==> config.mk <==
export PLATFORM = sky130hd
export DESIGN_NAME = xbus_wait_ctrl
export DESIGN_NICKNAME = d
export VERILOG_FILES = /design/src/rtl/xbus_pkg.sv /design/src/rtl/xbus_wait_cfg.sv /design/src/rtl/xbus_addr_decode.sv /design/src/rtl/xbus_wait_timer.sv /design/src/rtl/xbus_wait_ctrl.sv
export SDC_FILE = /design/constraint.sdc
export NUM_CORES = 1
export LEC_CHECK = 0
export ABC_AREA = 1
export CAP_MARGIN = 10
export CORE_MARGIN = 2
export CORE_UTILIZATION = 60
export CTS_CLUSTER_DIAMETER = 80
export CTS_CLUSTER_SIZE = 25
export DETAILED_ROUTE_END_ITERATION = 10
export DONT_BUFFER_PORTS = 1
export MAX_ROUTING_LAYER = met4
export PLACE_DENSITY_LB_ADDON = 0.25
export SYNTH_ARGS = -nofsm -noshare
export SYNTH_HDL_FRONTEND = slang
export SYNTH_SLANG_ARGS = --single-unit
==> constraint.sdc <==
create_clock -name clk -period 2.25 [get_ports clk]
set_input_delay 0.45 -clock clk [delete_from_list [all_inputs] [get_ports clk]]
set_output_delay 0.45 -clock clk [all_outputs]
set_load 0.03 [all_outputs]
==> src/rtl/xbus_pkg.sv <==
package xbus_pkg;
  localparam int WS_W       = 3;
  localparam int NUM_SPACES = 3;
  localparam int CFG_W      = WS_W * NUM_SPACES;

  typedef enum logic [1:0] {
    SP_PROG = 2'd0,
    SP_DATA = 2'd1,
    SP_IO   = 2'd2,
    SP_IO2  = 2'd3
  } space_e;
endpackage

==> src/rtl/xbus_wait_cfg.sv <==
module xbus_wait_cfg #(
  parameter int FW  = 3,
  parameter int NSP = 3,
  localparam int CW = FW * NSP
) (
  input  logic          clk,
  input  logic          rst_n,
  input  logic          wr_en,
  input  logic [CW-1:0] wr_data,
  output logic [CW-1:0] cfg_q
);
  // Each field resets to its maximum, the slowest and safest setting.
  for (genvar g = 0; g < NSP; g++) begin : g_field
    logic [FW-1:0] fld;
    always_ff @(posedge clk or negedge rst_n) begin
      if (!rst_n)     fld <= '1;
      else if (wr_en) fld <= wr_data[g*FW +: FW];
    end
    assign cfg_q[g*FW +: FW] = fld;
  end
endmodule

==> src/rtl/xbus_addr_decode.sv <==
module xbus_addr_decode #(
  parameter int          AW        = 16,
  parameter logic [15:0] INT_LIMIT = 16'h0800,
  parameter logic [15:0] CFG_ADDR  = 16'hFFFF
) (
  input  logic [1:0]    space,
  input  logic [AW-1:0] addr,
  output logic          is_int,
  output logic          is_cfg,
  output logic [1:0]    fld_idx
);
  import xbus_pkg::*;
  logic is_io;

  always_comb begin
    is_io   = (space == SP_IO) || (space == SP_IO2);
    is_cfg  = is_io && (addr == AW'(CFG_ADDR));
    is_int  = is_cfg || (!is_io && (addr < AW'(INT_LIMIT)));
    fld_idx = is_io ? 2'd2 : space;
  end
endmodule

==> src/rtl/xbus_wait_timer.sv <==
module xbus_wait_timer #(
  parameter int FW = 3,
  localparam int CNT_W = FW + 1
) (
  input  logic          clk,
  input  logic          rst_n,
  input  logic          start,
  input  logic [FW-1:0] prog_waits,
  input  logic          is_write,
  input  logic          bypass,
  input  logic          bus_ready,
  output logic          busy,
  output logic          last
);
  logic [CNT_W-1:0] cnt_q, ld_cnt;
  logic             honour_q, ld_honour;

  always_comb begin
    if (bypass) begin
      ld_cnt    = '0;
      ld_honour = 1'b0;
    end else begin
      // Writes get one forced wait when none is programmed.
      ld_cnt    = (is_write && prog_waits == '0) ? CNT_W'(1) : CNT_W'(prog_waits);
      ld_honour = (prog_waits != '0);
    end
  end

  assign last = busy && (cnt_q == '0) && (!honour_q || bus_ready);

  always_ff @(posedge clk or negedge rst_n) begin
    if (!rst_n) begin
      busy     <= 1'b0;
      cnt_q    <= '0;
      honour_q <= 1'b0;
    end else if (start) begin
      busy     <= 1'b1;
      cnt_q    <= ld_cnt;
      honour_q <= ld_honour;
    end else if (busy) begin
      if (cnt_q != '0) cnt_q <= cnt_q - CNT_W'(1);
      else if (last)   busy  <= 1'b0;
    end
  end
endmodule

==> src/rtl/xbus_wait_ctrl.sv <==
module xbus_wait_ctrl #(
  parameter int          AW        = 16,
  parameter int          DW        = 16,
  parameter logic [15:0] INT_LIMIT = 16'h0800,
  parameter logic [15:0] CFG_ADDR  = 16'hFFFF
) (
  input  logic          clk,
  input  logic          rst_n,
  input  logic          req_valid,
  output logic          req_ready,
  input  logic [1:0]    req_space,
  input  logic          req_write,
  input  logic [AW-1:0] req_addr,
  input  logic [DW-1:0] req_wdata,
  output logic          core_stall,
  output logic          core_done,
  output logic [DW-1:0] core_rdata,
  output logic [AW-1:0] bus_addr,
  output logic [DW-1:0] bus_wdata,
  input  logic [DW-1:0] bus_rdata,
  input  logic          bus_ready,
  output logic          bus_rd,
  output logic          bus_wr,
  output logic [1:0]    bus_space,
  output logic          int_sel
);
  import xbus_pkg::*;

  logic          accept, busy, last;
  logic          dec_int, dec_cfg;
  logic [1:0]    dec_idx;
  logic [CFG_W-1:0] cfg_q;
  logic [WS_W-1:0]  prog_waits;

  logic          a_write, a_int, a_cfg;
  logic [AW-1:0] a_addr;
  logic [DW-1:0] a_wdata;
  logic [1:0]    a_space;

  assign req_ready = !busy;
  assign accept    = req_valid && req_ready;

  xbus_addr_decode #(.AW(AW), .INT_LIMIT(INT_LIMIT), .CFG_ADDR(CFG_ADDR)) u_dec (
    .space(req_space), .addr(req_addr),
    .is_int(dec_int), .is_cfg(dec_cfg), .fld_idx(dec_idx)
  );

  assign prog_waits = cfg_q[dec_idx*WS_W +: WS_W];

  xbus_wait_timer #(.FW(WS_W)) u_tmr (
    .clk(clk), .rst_n(rst_n), .start(accept), .prog_waits(prog_waits),
    .is_write(req_write), .bypass(dec_int), .bus_ready(bus_ready),
    .busy(busy), .last(last)
  );

  xbus_wait_cfg #(.FW(WS_W), .NSP(NUM_SPACES)) u_cfg (
    .clk(clk), .rst_n(rst_n),
    .wr_en(last && a_cfg && a_write),
    .wr_data(a_wdata[CFG_W-1:0]),
    .cfg_q(cfg_q)
  );

  always_ff @(posedge clk or negedge rst_n) begin
    if (!rst_n) begin
      a_write <= 1'b0;
      a_int   <= 1'b0;
      a_cfg   <= 1'b0;
      a_addr  <= '0;
      a_wdata <= '0;
      a_space <= '0;
    end else if (accept) begin
      a_write <= req_write;
      a_int   <= dec_int;
      a_cfg   <= dec_cfg;
      a_addr  <= req_addr;
      a_wdata <= req_wdata;
      a_space <= req_space;
    end
  end

  always_comb begin
    core_done  = last;
    core_stall = busy && !last;
    int_sel    = busy && a_int;
    bus_addr   = a_addr;
    bus_wdata  = a_wdata;
    bus_space  = a_space;
    bus_rd     = busy && !a_int && !a_write;
    bus_wr     = busy && !a_int && a_write && !last;
    core_rdata = '0;
    if (last && !a_write) begin
      if (a_cfg)       core_rdata = DW'(cfg_q);
      else if (!a_int) core_rdata = bus_rdata;
    end
  end
endmodule

---- Word-level counts from Yosys, hierarchy flattened ----
Cells that the tools add are included.
storage, ports and cells
  word-level logic and storage cells ...... 64
  bits in registers ....................... 52
  output and inout bits ................... 56
  input bits .............................. 55
operators by class
  $lt $le $gt $ge ......................... 1
  shift operators ......................... 1
  $add $sub $neg .......................... 1
  eq/ne operators ......................... 3
  reduce and logical (&&, ||, !) cells .... 31
  multipliers ............................. 1
  multiplexer cells ....................... 14
operators by type and width
  cell                                                          number
  2-to-1 mux 16 bit                                             3
  == test 16 bit, second input constant                         1
  less-than comparator 16 x 12 -> 1 bit, second input constant  1
  2-to-1 mux 4 bit                                              4
  logical AND 1 bit                                             15
  variable part select 9 x 5 -> 3 bit                           1
  zero test 1 bit                                               6
  2-to-1 mux 1 bit                                              5
  == test 2 bit, second input constant                          2
  zero test 4 bit                                               1
  multiplier 2 x 2 -> 4 bit, second input constant              1
  nonzero test 2 bit                                            2
  nonzero test 4 bit                                            1
  subtractor 4 x 1 -> 4 bit, second input constant              1
  zero test 3 bit                                               1
  logical OR 1 bit                                              3
  2-to-1 mux 3 bit                                              1
  nonzero test 3 bit                                            1
  2-to-1 mux 2 bit                                              1
  AND reduction 2 bit                                           1

---- Depth between registers and ports, before layout ----
Gate-level depths: netlist (run 1).
  depth in word-level cells ............... 10
  mapped depth ............................ 8

---- Cells and area by module ----
From an unflattened synthesis (run 1), not the netlist that was laid out.
second synthesis, totals
  cells, all modules ...................... 348
  area, all modules ....................... 2621.3 µm²
by module, submodules not included
  module            seq. area each (µm²)  area each (µm²)  instances  cells each
  xbus_wait_ctrl    925.9                 1774.2           1          228
  xbus_wait_timer   150.1                 389.1            1          56
  xbus_wait_cfg     236.5                 352.8            1          38
  xbus_addr_decode  0.0                   105.1            1          26

---- Least setup slack after synthesis (run 1) ----
OpenSTA, ideal clock, no wires.
  kind .................................... register to output
  start point ............................. register u_tmr.cnt_q[0]
  end point ............................... output port bus_wr
  stages on the path, launching flop included .. 6
  slack ................................... 0.062 ns
  arrival time ............................ 1.738 ns
  cell sequence ........................... dfrtp_1 -> inv_1 -> ha_1 -> nand2_2 -> nor2_8 -> nor4_1
between the ends
  word-level cells in the longest chain between the ends .. 5
ends and longest elaborated chain
  item                            line                   source
  start, declared                 xbus_wait_timer.sv:15  logic [CNT_W-1:0] cnt_q, ld_cnt;
  start signal, assigned          xbus_wait_timer.sv:38  cnt_q <= ld_cnt;
  start signal, assigned          xbus_wait_timer.sv:41  if (cnt_q != '0) cnt_q <= cnt_q - CNT_W'(1);
  zero test 4 bit                 xbus_wait_timer.sv:29  assign last = busy && (cnt_q == '0) && (!honour_q || bus_ready);
  logical AND 1 bit (2 in a row)  xbus_wait_timer.sv:29
  named net core_done             xbus_wait_ctrl.sv:16   output logic core_done,
  zero test 1 bit                 xbus_wait_ctrl.sv:89   bus_wr = busy && !a_int && a_write && !last;
  logical AND 1 bit               xbus_wait_ctrl.sv:89
  end, declared                   xbus_wait_ctrl.sv:23   output logic bus_wr,
The timed path passes the listed nets, and every way through them passes these cells.

---- Worst setup path after layout (run 1) ----
  start point ............................. register u_tmr.cnt_q[0]
  end point ............................... output port core_rdata[7]
between the ends
  word-level cells in the longest chain between the ends .. 5
ends and longest elaborated chain
  item                            line                   source
  zero test 4 bit                 xbus_wait_timer.sv:29
  logical AND 1 bit (2 in a row)  xbus_wait_timer.sv:29
  named net core_done             xbus_wait_ctrl.sv:16
  logical AND 1 bit               xbus_wait_ctrl.sv:91   if (last && !a_write) begin
  2-to-1 mux 16 bit               xbus_wait_ctrl.sv:91
  end, declared                   xbus_wait_ctrl.sv:17   output logic [DW-1:0] core_rdata,
The timed path passes the listed nets, and every way through them passes these cells.

==> impl_metrics.ini, run 1 <==
[outcome]
outcome = finished, violations left
violations = setup timing

[synthesis]
yosysWarnings = 0
syn-cell-area_um2 = 2490
ys_seq_area_share_pct = 52.7
ys_top_cells_by_area = dfrtp_1 43%, nand2_1 17%, dfstp_2 9.5%, nor2_1 5.1%, o21ai_0 3.6%
synth_top_flop_cell = dfrtp_1
synth_cell_types = 27
synth_most_common_cell = nand2_1
synthCells = 304
synth_common_cells = 113 x nand2_1, 43 x dfrtp_1, 34 x nor2_1
avgSynthCellArea_um2 = 8.19
synth_seq_cells = 52
synth_nets = 361
synth_top_area_share_pct = 43.2
async_reset_ff_share_pct = 100
yosys.area.top_type = dfrtp_1
synth_edf_count = 0

[timing]
rsz0062_at_grt = yes
skew_ns = 0.00477
fmax_mhz = 438
finalCriticalPeriod_ns = 2.28
drv_slew = 0
worst_pin_slew_ns = 0.619
worst_slack_ns = -0.0322
slew_headroom_pct = 58.7
min_period_over_period_pct = 101
hold_viol = 0
finalSetupViolCount = 4

[floorplan]
dieArea_um2 = 4680
die_x_um = 68.4
coreArea_um2 = 4000
fp-row-count = 23
start_util_pct = 62.2
die_y_um = 68.4
io_pins = 111

[power]
total_power_mw = 4.57
ir_drop_v = 0.000936
power_density_nw_per_um2 = 1530
leakage_nw = 1.42

[grt]
overflow = 0
grt_pass1_vias = 1880
grt_pass1_wl_um = 8330
grt_start_max_net_pins = 53
grt.total_usage_pct = 24.9
antenna_found_initial = 0

[cts]
h-tree-depth = 2
cts_tree = yes
cts-root-buf = clkbuf_8
clk_path_buf_depth = 2
insertion_delay_ns = 0.31
cts_sinks = 52
cts_inserted_buffers = 5
clk_pin_slew_worst_paths_ns = 0.09

[drt]
wl_per_cell_um = 15.7
post-route-drc-count = 0
viasPerCell = 5.51
drtIter0Drc = 120
dr.pass1.iters = 4
vias = 2088
antenna_left = 0
wl_um = 5960

[setup_path]
worst-path-max-fanout = 8
r2r_setup_slack_ns = 0.48
max_stage_delay_ns = 0.42
critical_path_class = flip-flop to output port
cp_cell_sequence = inv_2 -> ha_4 -> nand2_4 -> nor2_8 -> nand2_8 -> nor2_4 -> buf_6
required_ns = 1.80
crit_path_top_delay_cell = dfrtp_1
timing.critical_path.buf_inv = 2
cp.arrival_ns = 1.83
critPathCaptureType = output port
critical_path.top_delay_family = simple AND/OR/NAND/NOR gates
startpoint_type = flip-flop

[placed_design]
place_area_um2 = 2660
gp_congestion = 0.829
io_buffers = 0
dpl.hpwl_um = 4130

[layout]
design_area_um2 = 2990
nets = 385
syn_to_final_growth_pct = 20.3
nFillCells = 296
drive_gt1_share_pct = 25.5
diodes = 0

[job]
drv_cap = 0

[hold_path]
hp-class = primary input to flip-flop
layout by cell type, fill, tap and decap left out, types with 2 or more instances in the layout:
master    netlist  routed
nand2_1       113     113
dfrtp_1        43      43
nor2_1         34      21
inv_1          20      18
o21ai_0        18      18
buf_4           0      17
o21ai_2        10      10
a22oi_1         9       9
nand3_1         9       9
dfstp_2         9       9
nor2_4          0       8
buf_6           1       8
nor2_2          2       7
inv_2           4       6
clkbuf_8        0       6
a21oi_1         4       4
nand2_8         0       2
nor3_1          2       2
or2_2           2       2
o22ai_1         2       2
state kept, by name, summed over array words and instances, names as in the netlist:
signal / cells
bus_addr: 16
bus_wdata: 16
u_cfg.g_field.fld: 9
u_tmr.cnt_q: 4
bus_space: 2
a_cfg: 1
a_int: 1
a_write: 1
u_tmr.busy: 1
u_tmr.honour_q: 1
path summary, 6_finish.rpt:
check                                                       to  depth (start not counted)                                 from
setup / recovery                                 core_rdata[7]                          7           u_tmr.cnt_q[0]$_DFFE_PN0P_
hold / removal                        bus_addr[15]$_DFFE_PN0P_                          2                         req_addr[15]
setup reg to reg                      bus_wdata[9]$_DFFE_PN0P_                          6                 u_tmr.busy$_DFF_PN0_
hold reg to reg            u_cfg.g_field[1].fld[0]$_DFFE_PN1P_                          2  u_cfg.g_field[1].fld[0]$_DFFE_PN1P_
max in group asynchronous  u_cfg.g_field[2].fld[1]$_DFFE_PN1P_                          2                                rst_n
min in group asynchronous              bus_addr[6]$_DFFE_PN0P_                          2                                rst_n
cell type report:
cell class	count	area [um2]	area share (%)
clock buffer	6	82.6	2.76
timing repair buffer	27	255	8.52
tap	50	62.6	2.09
inverter	24	90.1	3.01
multi-input combinational	218	1150	38.5
sequential	52	1310	43.8
clock inverter	2	38.8	1.30
metal layers:
metal / wire length (um) / GRT usage, %
met3: 379 / 6.74
met2: 3080 / 42.3
met1: 2440 / 30.0
met4: 63 / 4.75
met5: 0 / -
through the flow:
step | setup TNS, ns | util [%] | std cells | hold WS, ns | worst slack, ns
2_1_floorplan | 0 | - | 304 | 0.154 | 0.0624
3_3_place_gp | 0 | 66.5 | 365 | 0.155 | 0.322
3_5_place_dp | 0 | 66.5 | 365 | 0.155 | 0.237
4_1_cts | 0 | 70.6 | 375 | 0.242 | 0.00266
5_1_grt | -0.773 | 74.9 | 379 | 0.241 | -0.0994
6_report | -0.0623 | 74.9 | 379 | 0.247 | -0.0322
logic make-up (layout without fill, tap and decap cells):
kind of cell / after synthesis / in the layout / synth area share, %
and+or+nand+nor: 169 / 170 / 28.1
xor gates and xnor gates: 1 / 1 / 0.352
adders and majority gates: 2 / 2 / 1.00
buffers and inverters: 35 / 59 / 5.98
AOI/OAI and AO/OA: 45 / 45 / 11.8
DFF: 52 / 52 / 52.7
where the power goes:
part | leakage, nW | switching [mW] | internal (mW)
clock | 0.0614 | 0.304 | 0.364
sequential | 0.622 | 0.934 | 1.43
combinational | 0.737 | 1.01 | 0.537
total | 1.42 | 2.24 | 2.33
timing repair:
action | CTS | global route
gates resized for setup | 1 | 36
pin swaps | 1 | 8
setup endpoints to repair | 16 | 16
buffers inserted | 0 | 3
gates cloned | 0 | 1
hold buffers | 2 | 0
hold endpoints to repair | 52 | 0
No activity file was read; power rests on OpenSTA's default activity.
==> run 2, diff against run 1 <==
Settings changed: CORE_MARGIN 2 to 5.
==> run 2 against run 1 <==
  * The run still ends with setup timing left
  * Core utilization decreased by 0.91 points
  * Sequential power barely moved
  * Cell count down 0.79%
  * Fmax is 0.38% higher
  * Global-route usage is 2.5 points lower
  * Sequential share of layout area up 0.54 points
  * Critical endpoint is now core_rdata[5]
==> impl_metrics.ini, run 2 (synthesis results as in run 1) <==
[power]
p_int_mw = 2.20
total_power_mw = 4.41
pwr-share-clk_pct = 12.3
ir_drop_v = 0.000912
seqPwrFrac_pct = 53.9
p_sw_mw = 2.20
power_density_nw_per_um2 = 1490
combPwrFrac_pct = 33.8
p_sw_share_pct = 50.0
leakage_nw = 1.40

[setup_path]
cp_cell_sequence = inv_2 -> ha_4 -> nand2_4 -> nor2_8 -> nand2_8 -> nor2_2 -> buf_6
cp.arrival_ns = 1.82
critical_path_class = flip-flop to output port
critPathCaptureType = output port
startpoint_type = flip-flop
max_stage_delay_ns = 0.42
r2r_cells = 7
crit_path_top_delay_cell = dfrtp_1
required_ns = 1.80
worst-path-max-fanout = 8

[timing]
min_period_over_period_pct = 101
worst_slack_ns = -0.0235
worst_pin_slew_ns = 0.544
timing.hold.ws_ns = 0.250
finalSetupViolCount = 1
rsz0062_at_grt = yes
skew_ns = 0.0131
slew_headroom_pct = 63.6
hold_viol = 0
finalCriticalPeriod_ns = 2.27
fmax_mhz = 440
drv_slew = 0

[placed_design]
gp_congestion = 0.840
dpl.hpwl_um = 4310
dp.cells = 364
io_buffers = 0

[cts]
cts_inserted_buffers = 5
cts-root-buf = clkbuf_8
cts_tree = yes
h-tree-depth = 2
cts_sinks = 52
clk_pin_slew_worst_paths_ns = 0.10
clk_path_buf_depth = 2
insertion_delay_ns = 0.30

[hold_path]
whs_path_depth = 2
hp-class = primary input to flip-flop

[grt]
top_usage_layer = met2
overflow = 0
grt_pass1_wl_um = 9190
grt_use_met3_pct = 6.22
met2_usage_pct = 33.6
antenna_found_initial = 0
grt_use_met1_pct = 29.8
grt_pass1_vias = 1944
grt.total_usage_pct = 22.4
grt_start_max_net_pins = 53

[floorplan]
dieArea_um2 = 5540
die_x_um = 74.4
io_pins = 111
coreArea_um2 = 4000
start_util_pct = 62.2
fp-row-count = 23
die_y_um = 74.4

[layout]
stdcell_count = 376
nets = 382
drive_gt1_share_pct = 24.5
diodes = 0
layout_common_cells = 113 x nand2_1, 43 x dfrtp_1, 21 x nor2_1, 18 x inv_1, 18 x o21ai_0
nFillCells = 304
syn_to_final_growth_pct = 18.8
mostFrequentLayoutCell = nand2_1

[drt]
wl_um = 6030
post-route-drc-count = 0
drtIter0Drc = 203
antenna_left = 0
dr.pass1.iters = 4
viasPerCell = 5.46
wl_per_cell_um = 16.0
vias = 2053

[outcome]
violations = setup timing
outcome = finished, violations left

[job]
drv_cap = 0
[run 2: power groups by stage]
stage	combinational (mW)	clock, mW	sequential, mW
floorplan	1.08	0	2.27
global placement	1.25	0	2.37
detailed placement	1.31	0	2.39
CTS	1.34	0.551	2.37
global route	1.69	0.599	2.43
finish	1.49	0.541	2.37
[run 2: metrics by stage]
step	utilization, %	setup TNS [ns]	area [um2]	setup slack, ns
3_3_place_gp	66.6	0	2660	0.315
5_1_grt	73.9	-0.436	2960	-0.0756
3_5_place_dp	66.6	0	2660	0.253
4_1_cts	70.0	0	2800	0.00785
2_1_floorplan	-	0	2490	0.0624
6_report	73.9	-0.0235	2960	-0.0235
[run 2: repair_timing]
action | CTS | global route
resized for setup | 1 | 36
setup buffers | 0 | 1
setup endpoints to repair | 16 | 16
cloned | 0 | 1
pin swaps | 1 | 8
hold buffers | 2 | 0
endpoints found under the hold margin | 52 | 0
[run 2: final timing paths]
path                                                           from                                  end  slack [ns]
worst min-delay path                                   req_addr[10]             bus_addr[10]$_DFFE_PN0P_        0.25
worst max register to register                 u_tmr.busy$_DFF_PN0_           u_tmr.cnt_q[2]$_DFFE_PN0P_        0.53
max in group asynchronous                                     rst_n  u_cfg.g_field[1].fld[2]$_DFFE_PN1P_        1.31
worst min register to register  u_cfg.g_field[2].fld[1]$_DFFE_PN1P_  u_cfg.g_field[2].fld[1]$_DFFE_PN1P_        0.50
worst max-delay path                     u_tmr.cnt_q[1]$_DFFE_PN0P_                        core_rdata[5]       -0.02
min in group asynchronous                                     rst_n              bus_addr[9]$_DFFE_PN0P_        0.65
[run 2: area by class of cell]
cell class | count | area [um2] | area share [%]
flip-flops and latches | 52 | 1310 | 44.4
multi-input cells | 218 | 1150 | 39.0
inverters | 24 | 90.1 | 3.05
clock buffers | 7 | 86.3 | 2.92
well taps | 50 | 62.6 | 2.12
repair buffers | 24 | 245 | 8.29
clock inverters | 1 | 8.76 | 0.296
[run 2: critical path, delay by kind of cell, from the launching register on]
| family | cells | cell delay [ns] |
|---|---|---|
| buf+inv | 2 | 0.24 |
| simple gates | 4 | 0.71 |
| fa+ha+maj | 1 | 0.14 |
| flops | 1 | 0.42 |
[run 2: per-layer routing]
metal	share of wire [%]	wire [um]
met5	0	0
met4	1.8	106
met3	7.3	443
met2	52	3110
met1	39	2370
